==> config.mk <==
export PLATFORM = sky130hd
export DESIGN_NAME = clkdiv_gated
export DESIGN_NICKNAME = d
export VERILOG_FILES = /design/src/rtl/cdg_pkg.sv /design/src/rtl/cdg_shadow.sv /design/src/rtl/cdg_count.sv /design/src/rtl/cdg_wave.sv /design/src/rtl/clkdiv_gated.sv
export SDC_FILE = /design/constraint.sdc
export NUM_CORES = 1
export LEC_CHECK = 0
export BUFFER_PORTS_ARGS = -buffer_cell sky130_fd_sc_hd__buf_2
export CAP_MARGIN = 0
export CORE_ASPECT_RATIO = 1.2
export CORE_MARGIN = 2
export CORE_UTILIZATION = 35
export DETAILED_ROUTE_END_ITERATION = 8
export GPL_TIMING_DRIVEN = 0
export PLACE_DENSITY_LB_ADDON = 0.3
export SETUP_SLACK_MARGIN = 0.15
export SYNTH_ARGS = -nofsm -noshare
export SYNTH_HDL_FRONTEND = slang
export SYNTH_HIERARCHICAL = 1
export SYNTH_SLANG_ARGS = --single-unit
export TNS_END_PERCENT = 50
==> constraint.sdc <==
create_clock -name clk_src -period 3.4 [get_ports clk_src]
set_input_delay 0.85 -clock clk_src [delete_from_list [all_inputs] [get_ports clk_src]]
set_output_delay 0.85 -clock clk_src [all_outputs]
set_load 0.01 [all_outputs]
==> src/rtl/cdg_pkg.sv <==
package cdg_pkg;

  // Number of source cycles the output stays high within one period.
  // Returns 0 for a gated divider (v == 0).
  function automatic int unsigned high_cycles(int unsigned v, int unsigned h, bit duty);
    int unsigned hh;
    if (v == 0) return 0;
    if (duty) begin
      hh = (h > v) ? v : h;
      return hh + 1;
    end
    return (v + 1) / 2;
  endfunction

endpackage

==> src/rtl/cdg_shadow.sv <==
module cdg_shadow #(
  parameter int DIV_W     = 4,
  parameter bit DUTY_CTRL = 1
) (
  input  logic             clk_src,
  input  logic             rst_n,
  input  logic             load,
  input  logic [DIV_W-1:0] div_in,
  input  logic [DIV_W-1:0] hi_in,
  output logic [DIV_W-1:0] div_q,
  output logic [DIV_W:0]   hic_q,
  output logic [DIV_W-1:0] div_nx,
  output logic [DIV_W:0]   hic_nx
);
  import cdg_pkg::*;
  localparam int HW = DIV_W + 1;

  logic [HW-1:0] hic_calc;

  generate
    if (DUTY_CTRL) begin : g_duty
      assign hic_calc = HW'(high_cycles(int'(div_in), int'(hi_in), 1'b1));
    end else begin : g_half
      logic unused_hi;
      assign unused_hi = ^hi_in;
      assign hic_calc  = HW'(high_cycles(int'(div_in), 0, 1'b0));
    end
  endgenerate

  assign div_nx = load ? div_in   : div_q;
  assign hic_nx = load ? hic_calc : hic_q;

  always_ff @(posedge clk_src or negedge rst_n) begin
    if (!rst_n) begin
      div_q <= '0;
      hic_q <= '0;
    end else begin
      div_q <= div_nx;
      hic_q <= hic_nx;
    end
  end

  // settings are frozen between period boundaries
  p_hold_mid_r7: assert property (@(posedge clk_src) disable iff (!rst_n)
    (div_q != '0 && !load) |=> ($stable(div_q) && $stable(hic_q)));

  // high phase spans at least one cycle and never exceeds the period
  p_hic_range_r4: assert property (@(posedge clk_src) disable iff (!rst_n)
    (div_q != '0) |-> (hic_q != '0 && hic_q <= ({1'b0, div_q} + 1'b1)));

endmodule

==> src/rtl/cdg_count.sv <==
module cdg_count #(
  parameter int DIV_W = 4
) (
  input  logic             clk_src,
  input  logic             rst_n,
  input  logic             load,
  input  logic             running,
  output logic [DIV_W-1:0] cnt_q,
  output logic [DIV_W-1:0] cnt_nx
);
  always_comb begin
    if (load)         cnt_nx = '0;
    else if (running) cnt_nx = cnt_q + 1'b1;
    else              cnt_nx = cnt_q;
  end

  always_ff @(posedge clk_src or negedge rst_n) begin
    if (!rst_n) cnt_q <= '0;
    else        cnt_q <= cnt_nx;
  end

  // mid-period the count advances by exactly one
  p_step_r2: assert property (@(posedge clk_src) disable iff (!rst_n)
    (running && !load) |=> (cnt_q == $past(cnt_q) + 1'b1));

endmodule

==> src/rtl/cdg_wave.sv <==
module cdg_wave #(
  parameter int DIV_W = 4
) (
  input  logic             clk_src,
  input  logic             rst_n,
  input  logic [DIV_W-1:0] div_nx,
  input  logic [DIV_W:0]   hic_nx,
  input  logic [DIV_W-1:0] cnt_nx,
  output logic             clk_out
);
  logic out_d;
  assign out_d = (div_nx != '0) && ({1'b0, cnt_nx} < hic_nx);

  always_ff @(posedge clk_src or negedge rst_n) begin
    if (!rst_n) clk_out <= 1'b0;
    else        clk_out <= out_d;
  end
endmodule

==> src/rtl/clkdiv_gated.sv <==
module clkdiv_gated #(
  parameter int DIV_W     = 4,
  parameter bit DUTY_CTRL = 1
) (
  input  logic             clk_src,
  input  logic             rst_n,
  input  logic [DIV_W-1:0] div_val,
  input  logic [DIV_W-1:0] high_val,
  output logic             clk_out
);
  localparam int HW = DIV_W + 1;

  logic [DIV_W-1:0] div_q, div_nx, cnt_q, cnt_nx;
  logic [HW-1:0]    hic_q, hic_nx;
  logic             running, period_end;

  assign running    = (div_q != '0);
  assign period_end = !running || (cnt_q == div_q);

  cdg_shadow #(.DIV_W(DIV_W), .DUTY_CTRL(DUTY_CTRL)) u_shadow (
    .clk_src(clk_src), .rst_n(rst_n), .load(period_end),
    .div_in(div_val), .hi_in(high_val),
    .div_q(div_q), .hic_q(hic_q), .div_nx(div_nx), .hic_nx(hic_nx)
  );

  cdg_count #(.DIV_W(DIV_W)) u_count (
    .clk_src(clk_src), .rst_n(rst_n), .load(period_end), .running(running),
    .cnt_q(cnt_q), .cnt_nx(cnt_nx)
  );

  cdg_wave #(.DIV_W(DIV_W)) u_wave (
    .clk_src(clk_src), .rst_n(rst_n), .div_nx(div_nx), .hic_nx(hic_nx),
    .cnt_nx(cnt_nx), .clk_out(clk_out)
  );

  // a gated divider drives a low output
  p_gated_low_r1: assert property (@(posedge clk_src) disable iff (!rst_n)
    !running |-> !clk_out);

  // the last count of a period is followed by count zero
  p_wrap_r2: assert property (@(posedge clk_src) disable iff (!rst_n)
    (running && period_end) |=> (cnt_q == '0));

  // every period opens with the output high
  p_first_high_r8: assert property (@(posedge clk_src) disable iff (!rst_n)
    (running && cnt_q == '0) |-> clk_out);

endmodule

==> Yosys cells after proc, flatten, opt, wreduce, memory -nomap -nowiden <==
Cells that the tools add are included.
{ "classes": {"mux": 9, "addsub": 3, "eq_ne": 1, "magnitude_cmp": 2, "n_reduce_logical": 6} }
{ "ops": {"columns": ["op", "count"], "rows": [
  ["2-to-1 mux 4 bit", 4],
  ["2-to-1 mux 5 bit", 3],
  ["nonzero test 4 bit", 2],
  ["adder 4 x 1 -> 5 bit, second input constant", 1],
  ["adder 5 x 1 -> 5 bit, second input constant", 1],
  ["less-than comparator 4 x 5 -> 1 bit", 1],
  ["adder 4 x 1 -> 4 bit, second input constant", 1],
  ["equality test 4 bit", 1],
  ["> comparator 4 bit", 1],
  ["zero test 4 bit", 1],
  ["2-to-1 mux 1 bit", 2],
  ["logical AND 1 bit", 1],
  ["zero test 1 bit", 1],
  ["logical OR 1 bit", 1]
]} }
{ "totals": {"reg_bits": 14, "inputBits": 10, "elab_cells": 25, "output_inout_bits": 1} }

==> Logic depth before layout (Yosys ltp) <==
Gate-level depths: netlist of run 1.
{ "depth": {"ltp_word": 8, "mapped_depth": 14, "ltp_nobuf": 14} }

==> Hierarchy <==
Netlist of run 1, hierarchy kept.
{ "modules_own_cells": {"columns": ["module", "seq_area_each_um2", "instances", "area_each_um2", "cells_each"], "rows": [
  ["cdg_shadow", 225.2, 1, 595.6, 54],
  ["cdg_count", 100.1, 1, 192.7, 16],
  ["cdg_wave", 25.0, 1, 123.9, 15],
  ["clkdiv_gated", 0.0, 1, 55.1, 6]
]} }

==> Worst setup path before layout of run 1 <==
Ideal clock, no wire load.
{ "synth_path": {"path_type": "input-to-reg", "startpoint": "input port div_val[1]", "endpoint": "register u_wave.clk_out", "slack_ns": 0.121, "n_path_buf": 0, "t_arrival_ns": 3.197, "setup_ns": 0.082, "required_ns": 3.318, "cell_stages": 14, "cell_sequence": "inv_1 > ha_1 > nor2b_1 > o211ai_2 > a21oi_4 > mux2_2 > ha_1 > o21a_1 > o32ai_1 > inv_1 > ha_1 > a21oi_1 > o21ai_0 > a31oi_1"} }
{ "synth_via": {"elab_chain_cells": 8, "elab_cells_between_ends": 13, "cone_classes": "add/sub: 2; order compare: 2; mux: 6; reduce/logical: 3"} }
{ "synth_lines": {"columns": ["item", "line_no", "text"], "rows": [
  ["start: declaration", "clkdiv_gated.sv:7", "input logic [DIV_W-1:0] div_val,"],
  ["> comparator 4 bit", "cdg_pkg.sv:9", "hh = (h > v) ? v : h;"],
  ["2-to-1 mux 4 bit", "cdg_pkg.sv:9", null],
  ["adder 5 x 1 -> 5 bit", "cdg_pkg.sv:10", "return hh + 1;"],
  ["2-to-1 mux 5 bit", "cdg_pkg.sv:12", "return (v + 1) / 2;"],
  ["2-to-1 mux 5 bit *", "cdg_pkg.sv:8", "if (duty) begin"],
  ["2-to-1 mux 5 bit *", "cdg_shadow.sv:31", "assign hic_nx = load ? hic_calc : hic_q;"],
  ["via hic_nx[2]", "clkdiv_gated.sv:14", "logic [HW-1:0] hic_q, hic_nx;"],
  ["less-than comparator 4 x 5 -> 1 bit *", "cdg_wave.sv:12", "assign out_d = (div_nx != '0) && ({1'b0, cnt_nx} < hic_nx);"],
  ["logical AND 1 bit *", "cdg_wave.sv:12", null],
  ["via u_wave.out_d", "cdg_wave.sv:11", "logic out_d;"],
  ["end signal: assignment", "cdg_wave.sv:16", "else clk_out <= out_d;"],
  ["end: declaration", "cdg_wave.sv:9", "output logic clk_out"]
]} }
Mark *: on every way through the listed nets, which the timed path passes. The rest lies on a longest branch.

==> Worst setup path in the final report of run 1 <==
Same ends and word-level chain as after synthesis.

==> results.toml, run 1 <==
[power_and_ir_drop]
intPower_mw = 0.632
p_sw_frac = 0.407
p_per_area_nw_per_um2 = 866
p_leak_nw = 0.554
p_clk_frac = 0.114
power_switching_mw = 0.434
seq_power_share = 0.290
p_comb_frac = 0.596
ir_drop_v = 0.000549
finalPower_mw = 1.07

[setup_path]
path_max_fanout = 5
required_ns = 3.60
endpoint_kind = "flip-flop"
cp_common_cell = "ha_4"
crit_buf_inv = 3
cp_slowest_stage_delay_ns = 0.34
critPathArrivalTime_ns = 3.38
crit_path_cell_trace = "buf_4 -> inv_2 -> ha_4 -> nor2b_4 -> o211ai_2 -> a21oi_4 -> mux2_4 -> ha_4 -> o21a_1 -> o32ai_2 -> inv_1 -> ha_4 -> a21oi_2 -> o21ai_1 -> a31oi_1"
critPathKind = "in2reg"
slowest_stage = "mux2_4"
critPathTopFamily = "compound AO/OA/AOI/OAI gates"
worst_setup_path_start_kind = "primary input"

[floorplan]
die_x_um = 52.0
rows = 20
initial_core_util = 0.375
core_um2 = 2580
dieHeight_um = 61.6
io_pins = 11
dieArea_um2 = 3200

[yosys]
yosysMostFrequentCell = "dfrtp_1"
ys_ff_latch = 14
synth_fp_nets = 110
synth.avg_cell_area_um2 = 10.6
synthCells = 91
synth-main-ff-cell = "dfrtp_1"
synthesis.area_um2 = 967
synth_edf_count = 0
yosys-top-cells-area = "dfrtp_1, ha_1, mux2_2, xor2_1, inv_1"
synthTopCellsByCount = "dfrtp_1, inv_1, ha_1"
seq_area_frac_synth = 0.362
synth.top_cell.area_share = 0.362
yosysUniqueCellTypes = 39
synth_warnings = 6
synth_largest_area_cell = "dfrtp_1"
async_reset_ff_frac = 1.00

[grt]
grt_start_max_net_pins = 15
antenna_found_initial = 0
grt-ovfl-total = 0
track_usage = 0.141
grt_pass1_vias = 728
grt_pass1_wl_mm = 3.24

[sta]
period_minus_slack_ns = 3.18
final_max_slew_viol_count = 0
grt_setup_unrepaired = "no"
slew_headroom = 0.623
setup_viol = 0
clock_skew_ns = 0.00813
fmax_ghz = 0.314
hold_violations = 0
tightest_slew_ns = 0.559
period_share = 0.936

[placement]
port_buffers = 10
routabilityCongestion = 0.730
place_area_um2 = 1080
hpwl_mm = 1.44

[cells_and_area]
nets = 130
drive_above_1_share = 0.409
n_antenna_cell = 0
finalInstanceArea_um2 = 1230
area_delta_synth_final_pct = 27.3

[run]
cap_violations = 0

[cts]
cts_tree = "yes"
cts_root_buf = "clkbuf_4"
cts_sinks = 14
clkTransAtPathRegs_ns = 0.09
clock_path_buffers = 2
clkLatencyLatePin_ns = 0.29
htreeDepth = 1
cts_made_buffers = 3

[min_path]
min_path_type = "in2async"

[detailed_routing]
final_antenna_net_count = 0
finalWirelength_mm = 1.97
first_pass_iters = 4
drc = 0
via_count = 740
drt_iter0_drc = 12
route.detailed.wl_per_inst_um = 13.8
routed_via_density = 5.17

[status]
status = "finished, final reports clean"
[power by group through the flow]
stage                     Combinational [mW]  Sequential, mW  Clock (mW)
final                                  0.635           0.309       0.122
after CTS                              0.547           0.310       0.127
after floorplan                        0.436           0.300           0
after global routing                   0.724           0.321       0.134
after global placement                 0.528           0.310           0
after detailed placement               0.544           0.314           0
[per-layer routing]
layer | wire [um] | share of wire | up-vias | GRT usage
li1 | - | - | 365 | -
met1 | 944 | 0.48 | 355 | 0.177
met4 | 40 | 0.020 | 0 | 0.0902
met2 | 907 | 0.46 | 16 | 0.221
met5 | 0 | 0 | - | 0
met3 | 80 | 0.041 | 4 | 0.0316
[layout make-up]
cell class | count | area [um2]
plain buffers | 1 | 3.75
clock buffers | 4 | 36.3
fillers | 230 | 1350
flip-flops and latches | 14 | 350
inverters | 10 | 37.5
multi-input cells | 66 | 672
repair buffers | 15 | 90.1
well taps | 33 | 41.3
[cell usage in the layout, fill, tap and decap left out, types with 3 or more instances in the layout]
cell and count:
mux2i_1 3, mux2_4 3, ha_4 5, inv_1 8
ha_1 4, dfrtp_1 14, clkbuf_4 3, nor2_1 4
nand2_1 4, buf_2 9, mux2_2 4, xor2_1 5
buf_4 6
[flip-flops by register name (all words and copies together), names as in the netlist]
register        flops
u_shadow/hic_q      5
u_count/cnt_q       4
u_wave/clk_out      1
u_shadow/div_q      4
[metrics by stage]
stage                     hold slack [ns]  setup slack, ns  setup TNS, ns   util  cells
after detailed placement            0.490           -0.244         -0.244  0.417    134
after global routing                0.454            0.127              0  0.478    143
final                               0.435            0.219              0  0.478    143
after CTS                           0.439            0.155              0  0.437    140
after global placement              0.489           -0.239         -0.239  0.417    134
after floorplan                     0.447            0.157              0      -     91
[logic make-up after synthesis]
logic type,share of synthesized area
simple gates,0.140
compound gates,0.159
flops,0.362
buf+inv,0.0427
mux,0.116
fa+ha+maj,0.116
xor+xnor,0.0634
[repair_timing]
item                       CTS  global route
pin swaps                    3             4
setup endpoints to repair    1             1
gates resized for setup      0            13
buffers inserted             2             3
hold buffers                 0             0
[worst paths after layout]
| kind | cells past startpoint | slack [ns] | end | startpoint |
|---|---|---|---|---|
| max | 15 | 0.22 | u_wave/clk_out | div_val[1] |
| min | 1 | 0.44 | u_count/cnt_q[1] | rst_n |
| max reg2reg | 11 | 0.56 | u_wave/clk_out | u_shadow/div_q[2] |
| min reg2reg | 1 | 0.50 | u_shadow/hic_q[4] | u_shadow/hic_q[4] |
| max in group asynchronous | 1 | 2.72 | u_shadow/hic_q[1] | rst_n |
| min in group clk_src | 1 | 0.50 | u_shadow/hic_q[4] | u_shadow/hic_q[4] |
No activity file was read; power rests on OpenSTA's default activity.
==> run 2: changes to the inputs <==
--- a/config.mk
+++ b/config.mk
@@ -16,6 +16,5 @@
 export SETUP_SLACK_MARGIN = 0.15
 export SYNTH_ARGS = -nofsm -noshare
 export SYNTH_HDL_FRONTEND = slang
-export SYNTH_HIERARCHICAL = 1
 export SYNTH_SLANG_ARGS = --single-unit
 export TNS_END_PERCENT = 50
==> run 2 against run 1 <==
Net effect:
- non-clock buffer count is 2 lower
- global-route usage is 0.071 points lower
- first-iteration DRC count is 58% higher
- largest power group unchanged
==> results.toml, run 2 <==
[status]
status = "finished, final reports clean"

[cells_and_area]
regMostFlops = "u_shadow.hic_q"
largest_register_ffs = 5
nFillCells = 292
reg_top3 = "u_shadow.hic_q: 5 flops, u_count.cnt_q: 4 flops, u_shadow.div_q: 4 flops"
finalInstanceArea_um2 = 1140
stdcell_count = 153
layout_common_cells = "nand2_1, dfrtp_1, buf_2, nor2_1"
seq_area_um2 = 350
multiInputGateArea_um2 = 612
area_delta_synth_final_pct = 16.5
nets = 138
n_antenna_cell = 0
drive_above_1_share = 0.286

[yosys]
synth_compound_area_frac = 0.228
synth_edf_count = 0
synth_xor_area_frac = 0.0896
ys_ff_latch = 14
yosysUniqueCellTypes = 34
synth.avg_cell_area_um2 = 9.49
synthSimpleGateAreaFrac = 0.165
synth.top_cell.area_share = 0.359
synthTopCellsByCount = "dfrtp_1, nand2_1, nor2_1"
synth_warnings = 0
synth-main-ff-cell = "dfrtp_1"
synth_fp_nets = 121
muxShareOfSynthArea = 0.0205
synth_top_family_by_area = "compound AO/OA/AOI/OAI gates"
seq_area_frac_synth = 0.359
synth_fa_ha_area_frac = 0.102
synthCells = 103
synth_largest_area_cell = "dfrtp_1"
yosys-top-cells-area = "dfrtp_1, ha_1, xnor2_1, nand2_1, o21ai_0"
async_reset_ff_frac = 1.00
synthesis.area_um2 = 977

[detailed_routing]
route.detailed.wl_per_inst_um = 13.2
first_pass_iters = 4
drc = 0
final_antenna_net_count = 0
drt_iter0_drc = 19
finalWirelength_mm = 2.01
routed_via_density = 5.22
via_count = 798

[sta]
final_max_slew_viol_count = 0
hold_violations = 0
period_share = 0.898
fmax_ghz = 0.328
worst_slack_ns = 0.347
tightest_slew_ns = 0.703
clock_skew_ns = 0.00295
slew_headroom = 0.526
grt_setup_unrepaired = "no"
period_minus_slack_ns = 3.05
setup_viol = 0
setup_tns_ns = 0

[power_and_ir_drop]
ir_drop_v = 0.000307
p_clk_frac = 0.105
p_sw_frac = 0.434
p_comb_frac = 0.605
seq_power_share = 0.290
p_leak_nw = 0.539
finalPower_mw = 1.14
power_switching_mw = 0.496
intPower_mw = 0.648
p_per_area_nw_per_um2 = 1010

[floorplan]
dieHeight_um = 61.9
rows = 21
core_um2 = 2730
io_pins = 11
die_x_um = 52.2
initial_core_util = 0.358
dieArea_um2 = 3230

[grt]
grt-ovfl-total = 0
track_usage = 0.141
grt_start_max_net_pins = 15
grt_pass1_wl_mm = 3.38
grt_pass1_vias = 762
antenna_found_initial = 0

[setup_path]
path_max_fanout = 6
critPathArrivalTime_ns = 3.27
cp_slowest_stage_delay_ns = 0.33
worst_setup_path_start_kind = "primary input"
required_ns = 3.61
slowest_stage = "ha_1"
critPathKind = "in2reg"
crit_path_cell_trace = "buf_2 -> inv_1 -> ha_1 -> o21ai_1 -> a21oi_2 -> o21ai_4 -> clkbuf_2 -> nand2_1 -> o21ai_0 -> a22oi_4 -> ha_1 -> a211oi_2 -> a31oi_1 -> nand2_1 -> o22ai_1 -> a21oi_1"
reg2reg_slack_ns = 0.81
endpoint_kind = "flip-flop"
rr_worst_depth = 9

[cts]
clkLatencyLatePin_ns = 0.28
clock_path_buffers = 2
clkTransAtPathRegs_ns = 0.08
cts_sinks = 14
htreeDepth = 1
cts_root_buf = "clkbuf_4"
cts_made_buffers = 3
cts_tree = "yes"

[run]
cap_violations = 0

[min_path]
min_path_type = "in2async"

[placement]
hpwl_mm = 1.56
placed_cells = 147
port_buffers = 10
place_ws_ns = 0.0209
routabilityCongestion = 0.727
place_area_um2 = 1070
## run 2: cell types whose count changed in the layout (fill, tap and decap cells not counted), moves of 4 or more
cell,change
ha_4,-5
o21ai_0,+8
inv_1,-4
mux2_2,-4
buf_4,-5
nand2_1,+10
ha_1,+4
xnor2_1,+6
nor2_1,+5
## run 2: final cells by class
type | count | share of cell area
multi-input combinational | 82 | 0.537
sequential | 14 | 0.308
timing repair buffer | 12 | 0.0549
tap | 34 | 0.0374
clock buffer | 4 | 0.0319
inverter | 5 | 0.0165
buffer | 2 | 0.0143
## run 2: kinds of logic after synthesis
group,after synthesis
AOI/OAI and AO/OA,29
xor gates and xnor gates,10
adders and majority gates,8
buffers and inverters,7
DFF,14
muxes,2
and+or+nand+nor,33
## run 2: routing by layer
layer | share of wire | vias up | global-route usage
met5 | 0 | - | 0
li1 | - | 401 | -
met1 | 0.43 | 381 | 0.168
met4 | 0.021 | 0 | 0.0659
met2 | 0.53 | 12 | 0.255
met3 | 0.019 | 4 | 0.0144
## run 2: path summary, 6_finish.rpt
| check | start | end |
|---|---|---|
| worst min-delay path | rst_n | u_shadow.hic_q[2] |
| min in group clk_src | u_shadow.hic_q[3] | u_shadow.hic_q[3] |
| worst max-delay path | div_val[2] | u_wave.clk_out |
| max in group asynchronous | rst_n | u_shadow.div_q[0] |
| worst min register to register | u_shadow.hic_q[3] | u_shadow.hic_q[3] |
| worst max register to register | u_shadow.div_q[0] | u_wave.clk_out |
## run 2: what timing repair did
item	4_1_cts	5_1_grt
hold buffers	0	0
resized for setup	0	4
endpoints found under the setup margin	0	1
buffers inserted	0	2
## run 2: power groups by stage
stage	Sequential (mW)	Combinational, mW	Clock, mW
3_3_place_gp	0.334	0.602	0
5_1_grt	0.345	0.788	0.128
3_5_place_dp	0.337	0.625	0
2_1_floorplan	0.321	0.509	0
4_1_cts	0.334	0.628	0.122
6_report	0.332	0.692	0.120
## run 2: critical path: cells and delay by family
family	cells	cell delay, ns
buf+inv	3	0.38
compound gates	9	1.26
simple gates	2	0.14
fa+ha+maj	2	0.65
## run 2: stage by stage
step | hold slack [ns] | util
3_3_place_gp | 0.461 | 0.391
6_report | 0.446 | 0.417
4_1_cts | 0.463 | 0.405
2_1_floorplan | 0.451 | -
3_5_place_dp | 0.475 | 0.391
5_1_grt | 0.469 | 0.417
